===== config.mk =====
export PLATFORM = sky130hd
export DESIGN_NAME = pwm_phase_timer
export DESIGN_NICKNAME = d
export VERILOG_FILES = /design/src/rtl/pwm_sync_pkg.sv /design/src/rtl/pwm_soft_sync.sv /design/src/rtl/pwm_time_base.sv /design/src/rtl/pwm_syncout_mux.sv /design/src/rtl/pwm_phase_timer.sv
export SDC_FILE = /design/constraint.sdc
export NUM_CORES = 1
export LEC_CHECK = 0
export CAP_MARGIN = 20
export CORE_MARGIN = 1
export CORE_UTILIZATION = 54
export CTS_BUF_LIST = sky130_fd_sc_hd__clkbuf_8
export DETAILED_ROUTE_END_ITERATION = 7
export PLACE_DENSITY = 0.89
export SETUP_SLACK_MARGIN = 0.15
export SLEW_MARGIN = 20
export SYNTH_ARGS = -nofsm -noshare
export SYNTH_HDL_FRONTEND = slang
export SYNTH_HIERARCHICAL = 1
export SYNTH_SLANG_ARGS = --single-unit

===== constraint.sdc =====
create_clock -name clk -period 6.75 [get_ports clk]
set_input_delay 1.35 -clock clk [delete_from_list [all_inputs] [get_ports clk]]
set_output_delay 1.35 -clock clk [all_outputs]
set_load 0.005 [all_outputs]

===== src/rtl/pwm_sync_pkg.sv =====
// Package: shared encodings for the PWM phase-synchronised time base.
// Assumes: mode and sync-out select arrive as 2-bit fields.
package pwm_sync_pkg;

    typedef enum logic [1:0] {
        MODE_UP      = 2'd0,
        MODE_DOWN    = 2'd1,
        MODE_UPDOWN  = 2'd2,
        MODE_UPDOWN2 = 2'd3
    } cnt_mode_e;

    typedef enum logic [1:0] {
        SO_SYNC_IN = 2'd0,
        SO_ZERO    = 2'd1,
        SO_PERIOD  = 2'd2,
        SO_SOFT    = 2'd3
    } syncout_sel_e;

    // Direction flag values used in up-down mode.
    localparam logic DIR_UP   = 1'b0;
    localparam logic DIR_DOWN = 1'b1;

endpackage


===== src/rtl/pwm_soft_sync.sv =====
// Module: pwm_soft_sync
// Turns every change of level on a software trigger bit into a one-cycle event.
// Assumes: the trigger bit is synchronous to clk; the stored copy resets to 0.
module pwm_soft_sync (
    input  logic clk,
    input  logic rst_n,
    input  logic trig_bit,
    output logic soft_evt
);

    logic trig_q;

    // Keep the level of the trigger bit from the previous cycle.
    always_ff @(posedge clk) begin
        if (!rst_n) begin
            trig_q <= 1'b0;
        end else begin
            trig_q <= trig_bit;
        end
    end

    // An event is any difference between the bit and its stored copy.
    always_comb begin
        soft_evt = trig_bit ^ trig_q;
    end

endmodule


===== src/rtl/pwm_time_base.sv =====
// Module: pwm_time_base
// Counter with three counting modes and a phase reload that wins over the step.
// Assumes: reload_i is already qualified by the sync enable; the period is static
// while counting. In up-down mode the direction comes from the reload as well.
module pwm_time_base
    import pwm_sync_pkg::*;
#(
    parameter int CNT_W = 16
) (
    input  logic             clk,
    input  logic             rst_n,
    input  logic [1:0]       mode_i,
    input  logic [CNT_W-1:0] period_i,
    input  logic [CNT_W-1:0] phase_i,
    input  logic             phase_down_i,
    input  logic             reload_i,
    output logic [CNT_W-1:0] cnt_o,
    output logic             at_zero_o,
    output logic             at_period_o
);

    localparam logic [CNT_W-1:0] ZERO = '0;
    localparam logic [CNT_W-1:0] ONE  = {{(CNT_W-1){1'b0}}, 1'b1};

    logic [CNT_W-1:0] cnt_q;
    logic [CNT_W-1:0] cnt_d;
    logic             dir_q;
    logic             dir_d;
    logic             updown;
    cnt_mode_e        mode;

    assign mode   = cnt_mode_e'(mode_i);
    assign updown = (mode == MODE_UPDOWN) || (mode == MODE_UPDOWN2);

    // Pick the next counter value and direction: reload first, then the mode step.
    always_comb begin
        cnt_d = cnt_q;
        dir_d = dir_q;
        if (reload_i) begin
            cnt_d = phase_i;
            if (updown) begin
                dir_d = phase_down_i;
            end
        end else begin
            case (mode)
                MODE_UP: begin
                    cnt_d = (cnt_q >= period_i) ? ZERO : cnt_q + ONE;
                end
                MODE_DOWN: begin
                    cnt_d = (cnt_q == ZERO) ? period_i : cnt_q - ONE;
                end
                default: begin
                    if (dir_q == DIR_UP) begin
                        if (cnt_q >= period_i) begin
                            dir_d = DIR_DOWN;
                            cnt_d = (cnt_q == ZERO) ? ZERO : cnt_q - ONE;
                        end else begin
                            cnt_d = cnt_q + ONE;
                        end
                    end else begin
                        if (cnt_q == ZERO) begin
                            dir_d = DIR_UP;
                            cnt_d = (period_i == ZERO) ? ZERO : ONE;
                        end else begin
                            cnt_d = cnt_q - ONE;
                        end
                    end
                end
            endcase
        end
    end

    // Register the counter and the up-down direction.
    always_ff @(posedge clk) begin
        if (!rst_n) begin
            cnt_q <= ZERO;
            dir_q <= DIR_UP;
        end else begin
            cnt_q <= cnt_d;
            dir_q <= dir_d;
        end
    end

    // Indications taken from the registered counter value.
    always_comb begin
        cnt_o       = cnt_q;
        at_zero_o   = (cnt_q == ZERO);
        at_period_o = (cnt_q == period_i);
    end

endmodule


===== src/rtl/pwm_syncout_mux.sv =====
// Module: pwm_syncout_mux
// Selects which event drives the sync output towards neighbouring timers.
// Assumes: all sources are single-cycle pulses in the same clock domain.
module pwm_syncout_mux
    import pwm_sync_pkg::*;
(
    input  logic [1:0] sel_i,
    input  logic       sync_in_i,
    input  logic       zero_i,
    input  logic       period_i,
    input  logic       soft_i,
    output logic       sync_out_o
);

    // Four-way selection of the outgoing sync source.
    always_comb begin
        case (syncout_sel_e'(sel_i))
            SO_SYNC_IN: sync_out_o = sync_in_i;
            SO_ZERO:    sync_out_o = zero_i;
            SO_PERIOD:  sync_out_o = period_i;
            default:    sync_out_o = soft_i;
        endcase
    end

endmodule


===== src/rtl/pwm_phase_timer.sv =====
// Module: pwm_phase_timer
// PWM time base with phase reload from an external or software sync and a
// selectable sync output. Assumes: sync_in is a one-cycle pulse synchronous to clk,
// and configuration is held stable by an outside register block.
module pwm_phase_timer #(
    parameter int CNT_W = 16
) (
    input  logic             clk,
    input  logic             rst_n,
    input  logic             cfg_sync_en,
    input  logic             cfg_sw_sync,
    input  logic [1:0]       cfg_syncout_sel,
    input  logic [CNT_W-1:0] cfg_phase,
    input  logic             cfg_phase_down,
    input  logic [CNT_W-1:0] cfg_period,
    input  logic [1:0]       cfg_mode,
    input  logic             sync_in,
    output logic [CNT_W-1:0] cnt_value,
    output logic             tez_pulse,
    output logic             tep_pulse,
    output logic             sync_out
);

    logic soft_evt;
    logic reload;

    pwm_soft_sync u_soft (
        .clk      (clk),
        .rst_n    (rst_n),
        .trig_bit (cfg_sw_sync),
        .soft_evt (soft_evt)
    );

    // A reload needs the enable and either sync source.
    always_comb begin
        reload = cfg_sync_en & (sync_in | soft_evt);
    end

    pwm_time_base #(.CNT_W(CNT_W)) u_base (
        .clk          (clk),
        .rst_n        (rst_n),
        .mode_i       (cfg_mode),
        .period_i     (cfg_period),
        .phase_i      (cfg_phase),
        .phase_down_i (cfg_phase_down),
        .reload_i     (reload),
        .cnt_o        (cnt_value),
        .at_zero_o    (tez_pulse),
        .at_period_o  (tep_pulse)
    );

    pwm_syncout_mux u_mux (
        .sel_i      (cfg_syncout_sel),
        .sync_in_i  (sync_in),
        .zero_i     (tez_pulse),
        .period_i   (tep_pulse),
        .soft_i     (soft_evt),
        .sync_out_o (sync_out)
    );

endmodule


==> metrics.yaml <==
ys_ff_latch: 18
internal-power_uw: 285
die_x_um: 64.9
status: "complete, no violations"
worstReg2RegEnd: "u_base/cnt_o[1]"
finalSetupViolations: 0
synthTopCellsByArea: "dfxtp_1 (17%), ha_1 (11%), o21ai_0 (6.8%)"
fin_crit_sh: 0.763
wl_per_cell_um: 16.7
antennaDiodeCount: 0
die_area_sq_um: 4220
holdCritPathClass: "reg2reg"
clk_pin_slew_worst_paths_ns: 0.08
ys_top_cells_by_count: "nand2_1 (34), o21ai_0 (29), a21oi_1 (26), ha_1 (19)"
final-seq-area_sq_um: 360
cts_hold_buf: 0
fin_util: 0.746
via_per_inst: 6.28
initial_core_util: 0.572
yosysTopAreaCellShare: 0.168
dpl_cell_area_sq_um: 2740
fin_nets: 406
cts_max_level: 1
worst_pin_slew_ns: 0.762
syn_nets: 355
cp-end-kind: "output port"
syn_avg_cell_area_sq_um: 7.28
synth_edf_count: 0
drtIter0Drc: 258
critical_path_class: "in2out"
clock_latency_ns: 0.27
combPwrFrac: 0.476
crit_top_cell: "clkdlybuf4s50_1"
fmax_ghz: 0.194
power.share.clock: 0.201
ios: 61
powerDensity_nw_per_um2: 171
drc: 0
crit_slowest_cell: "clkdlybuf4s50_1"
dr.pass1.iters: 5
place_congestion: 0.957
slew_headroom: 0.487
worstPathCellList: "clkdlybuf4s50_1 > inv_1 > ha_1 > nand4_1 > nor4_1 > and2_1 > mux4_2 > clkdlybuf4s50_1"
cp.arrival_ns: 3.80
setup_tns_ns: 0
num_vias: 2460
grt_max_degree: 19
antenna_found_initial: 0
die_y_um: 64.9
cts_buffers: 3
grt.overflow.total: 0
leakagePower_nw: 1.15
rows: 22
post-cts-setup-buffers: 0
grt_pass1_wl_um: 10900
yosys.area.top_type: "dfxtp_1"
clkSinkCount: 18
timing.max_cap.violations: 0
synth-async-reset-ratio: 0
swShare: 0.403
dp_cells: 388
antenna_left: 0
final_cell_area_sq_um: 2790
synth_area_sq_um: 2140
fin_skew_ns: 0.00833
ys.flop_type: "dfxtp_1"
regToRegSetupSlack_ns: 3.97
hold_viol: 0
root_buffer: "clkbuf_8"
yosysSeqAreaShare: 0.168
grt.total_usage: 0.335
wl_um: 6560
cts.repair.resized: 0
fillCellCount: 317
ys_types: 54
critical_path_buf_inv_count: 3
fin_cells: 392
worstHoldEndpoint: "u_base/dir_q"
crit_path_start_kind: "primary input"
grt_pass1_vias: 2226
multiInputGateArea_sq_um: 1640
min_period_ns: 5.15
required_ns: 5.40
ir_drop_mv: 0.119
area_growth_syn_to_layout_pct: 30.5
synthCells: 294
cp.depth: 8
hold_path.startpoint: "u_base/dir_q"
cpLargestDelayFamily: "buffers and inverters"
p_switching_uw: 192
rsz0062_at_grt: "false"
r2r-start: "u_base/cnt_o[0]"
crit_path_max_fanout: 3
io_buffers: 60
dp_hpwl_um: 4970
rr_worst_depth: 8
yosysMostFrequentCell: "nand2_1"
cts_tree: "built"
slew_viol_final: 0
core_area_sq_um: 3740
hold_depth: 2
seqPwrFrac: 0.323
max_stage_delay_ns: 0.52
clockBufferDepth: 2
drive_gt1_frac: 0.0552
yosysWarnings: 6
[per-stage QoR]
| stage | total power, mW | worst slack [ns] | hold slack [ns] |
|---|---|---|---|
| final | 0.477 | 1.60 | 0.652 |
| after global routing | 0.508 | 1.48 | 0.705 |
| after CTS | 0.473 | 1.66 | 0.634 |
| after detailed placement | 0.377 | 1.65 | 0.623 |
| after global placement | 0.371 | 1.69 | 0.597 |
| after floorplan | 0.291 | 2.87 | 0.551 |
[logic make-up (layout without fill, tap and decap cells)]
group / after synthesis / count (layout) / share of synthesized area
simple gates: 111 / 111 / 0.289
compound gates: 89 / 89 / 0.263
buf+inv: 33 / 83 / 0.0632
xor+xnor: 22 / 22 / 0.0901
fa+ha+maj: 19 / 19 / 0.111
flops: 18 / 18 / 0.168
mux: 2 / 2 / 0.0158
[metal layers]
metal  up-vias  wire length (um)  track usage
li1       1171                 -            -
met1      1132              2780        0.454
met2       138              3040        0.533
met3        19               581       0.0493
met4         0               155        0.122
met5         -                 0            0
[power by group through the flow]
stage / logic, mW / registers [mW] / clock network (mW)
floorplan: 0.150 / 0.141 / 0
global placement: 0.216 / 0.155 / 0
detailed placement: 0.222 / 0.155 / 0
CTS: 0.224 / 0.153 / 0.0963
global route: 0.248 / 0.157 / 0.103
finish: 0.227 / 0.154 / 0.0959
[worst max path at each step]
stage                              start        to  slack, ns
final                     cfg_period[14]  sync_out       1.60
after global routing      cfg_period[15]  sync_out       1.48
after CTS                 cfg_period[15]  sync_out       1.66
after detailed placement  cfg_period[15]  sync_out       1.65
after global placement    cfg_period[15]  sync_out       1.69
after floorplan           cfg_period[15]  sync_out       2.87
[layout by cell type (no fill, tap or decap), types with 2 or more instances in the layout]
cell type        netlist  final
nand4_1                3      3
o31ai_1                3      3
o21a_1                 2      2
nand2b_1               7      7
nor3_1                 4      4
nor4_1                 8      8
nor2b_1                4      4
and3_1                 4      4
and4_1                 4      4
a221oi_1              10     10
dfxtp_1               18     18
ha_1                  19     19
a211oi_1               2      2
or4_4                  2      2
a21oi_1               26     26
clkdlybuf4s50_1        0     60
xor2_1                11     11
a31oi_1                4      4
nand2_1               34     34
inv_1                 18     18
o21ai_0               29     29
nor2_1                17     17
and2_1                 2      2
nand3_1                9      9
nor3_4                 2      2
or2b_1                 2      2
xnor2_1               11     11
clkbuf_8               0      4
[worst register-to-register path, delay by kind of cell (launching register included)]
| family | cells | cell delay (ns) |
|---|---|---|
| and+or+nand+nor | 3 | 0.93 |
| AOI/OAI and AO/OA | 3 | 0.82 |
| DFF | 1 | 0.48 |
| adders and majority gates | 1 | 0.31 |
| buffers and inverters | 1 | 0.17 |
[flip-flops by register name, indices dropped and copies added (netlist names)]
signal and count:
u_soft/trig_q 1, u_base/dir_q 1, u_base/cnt_o 16
[cell type report]
type | instances | area share
Clock buffer | 4 | 0.0197
Inverter | 19 | 0.0260
Multi-Input combinational cell | 243 | 0.589
Sequential cell | 18 | 0.129
Tap cell | 48 | 0.0215
Timing Repair Buffer | 60 | 0.215
Power figures use the tool's default switching activity.
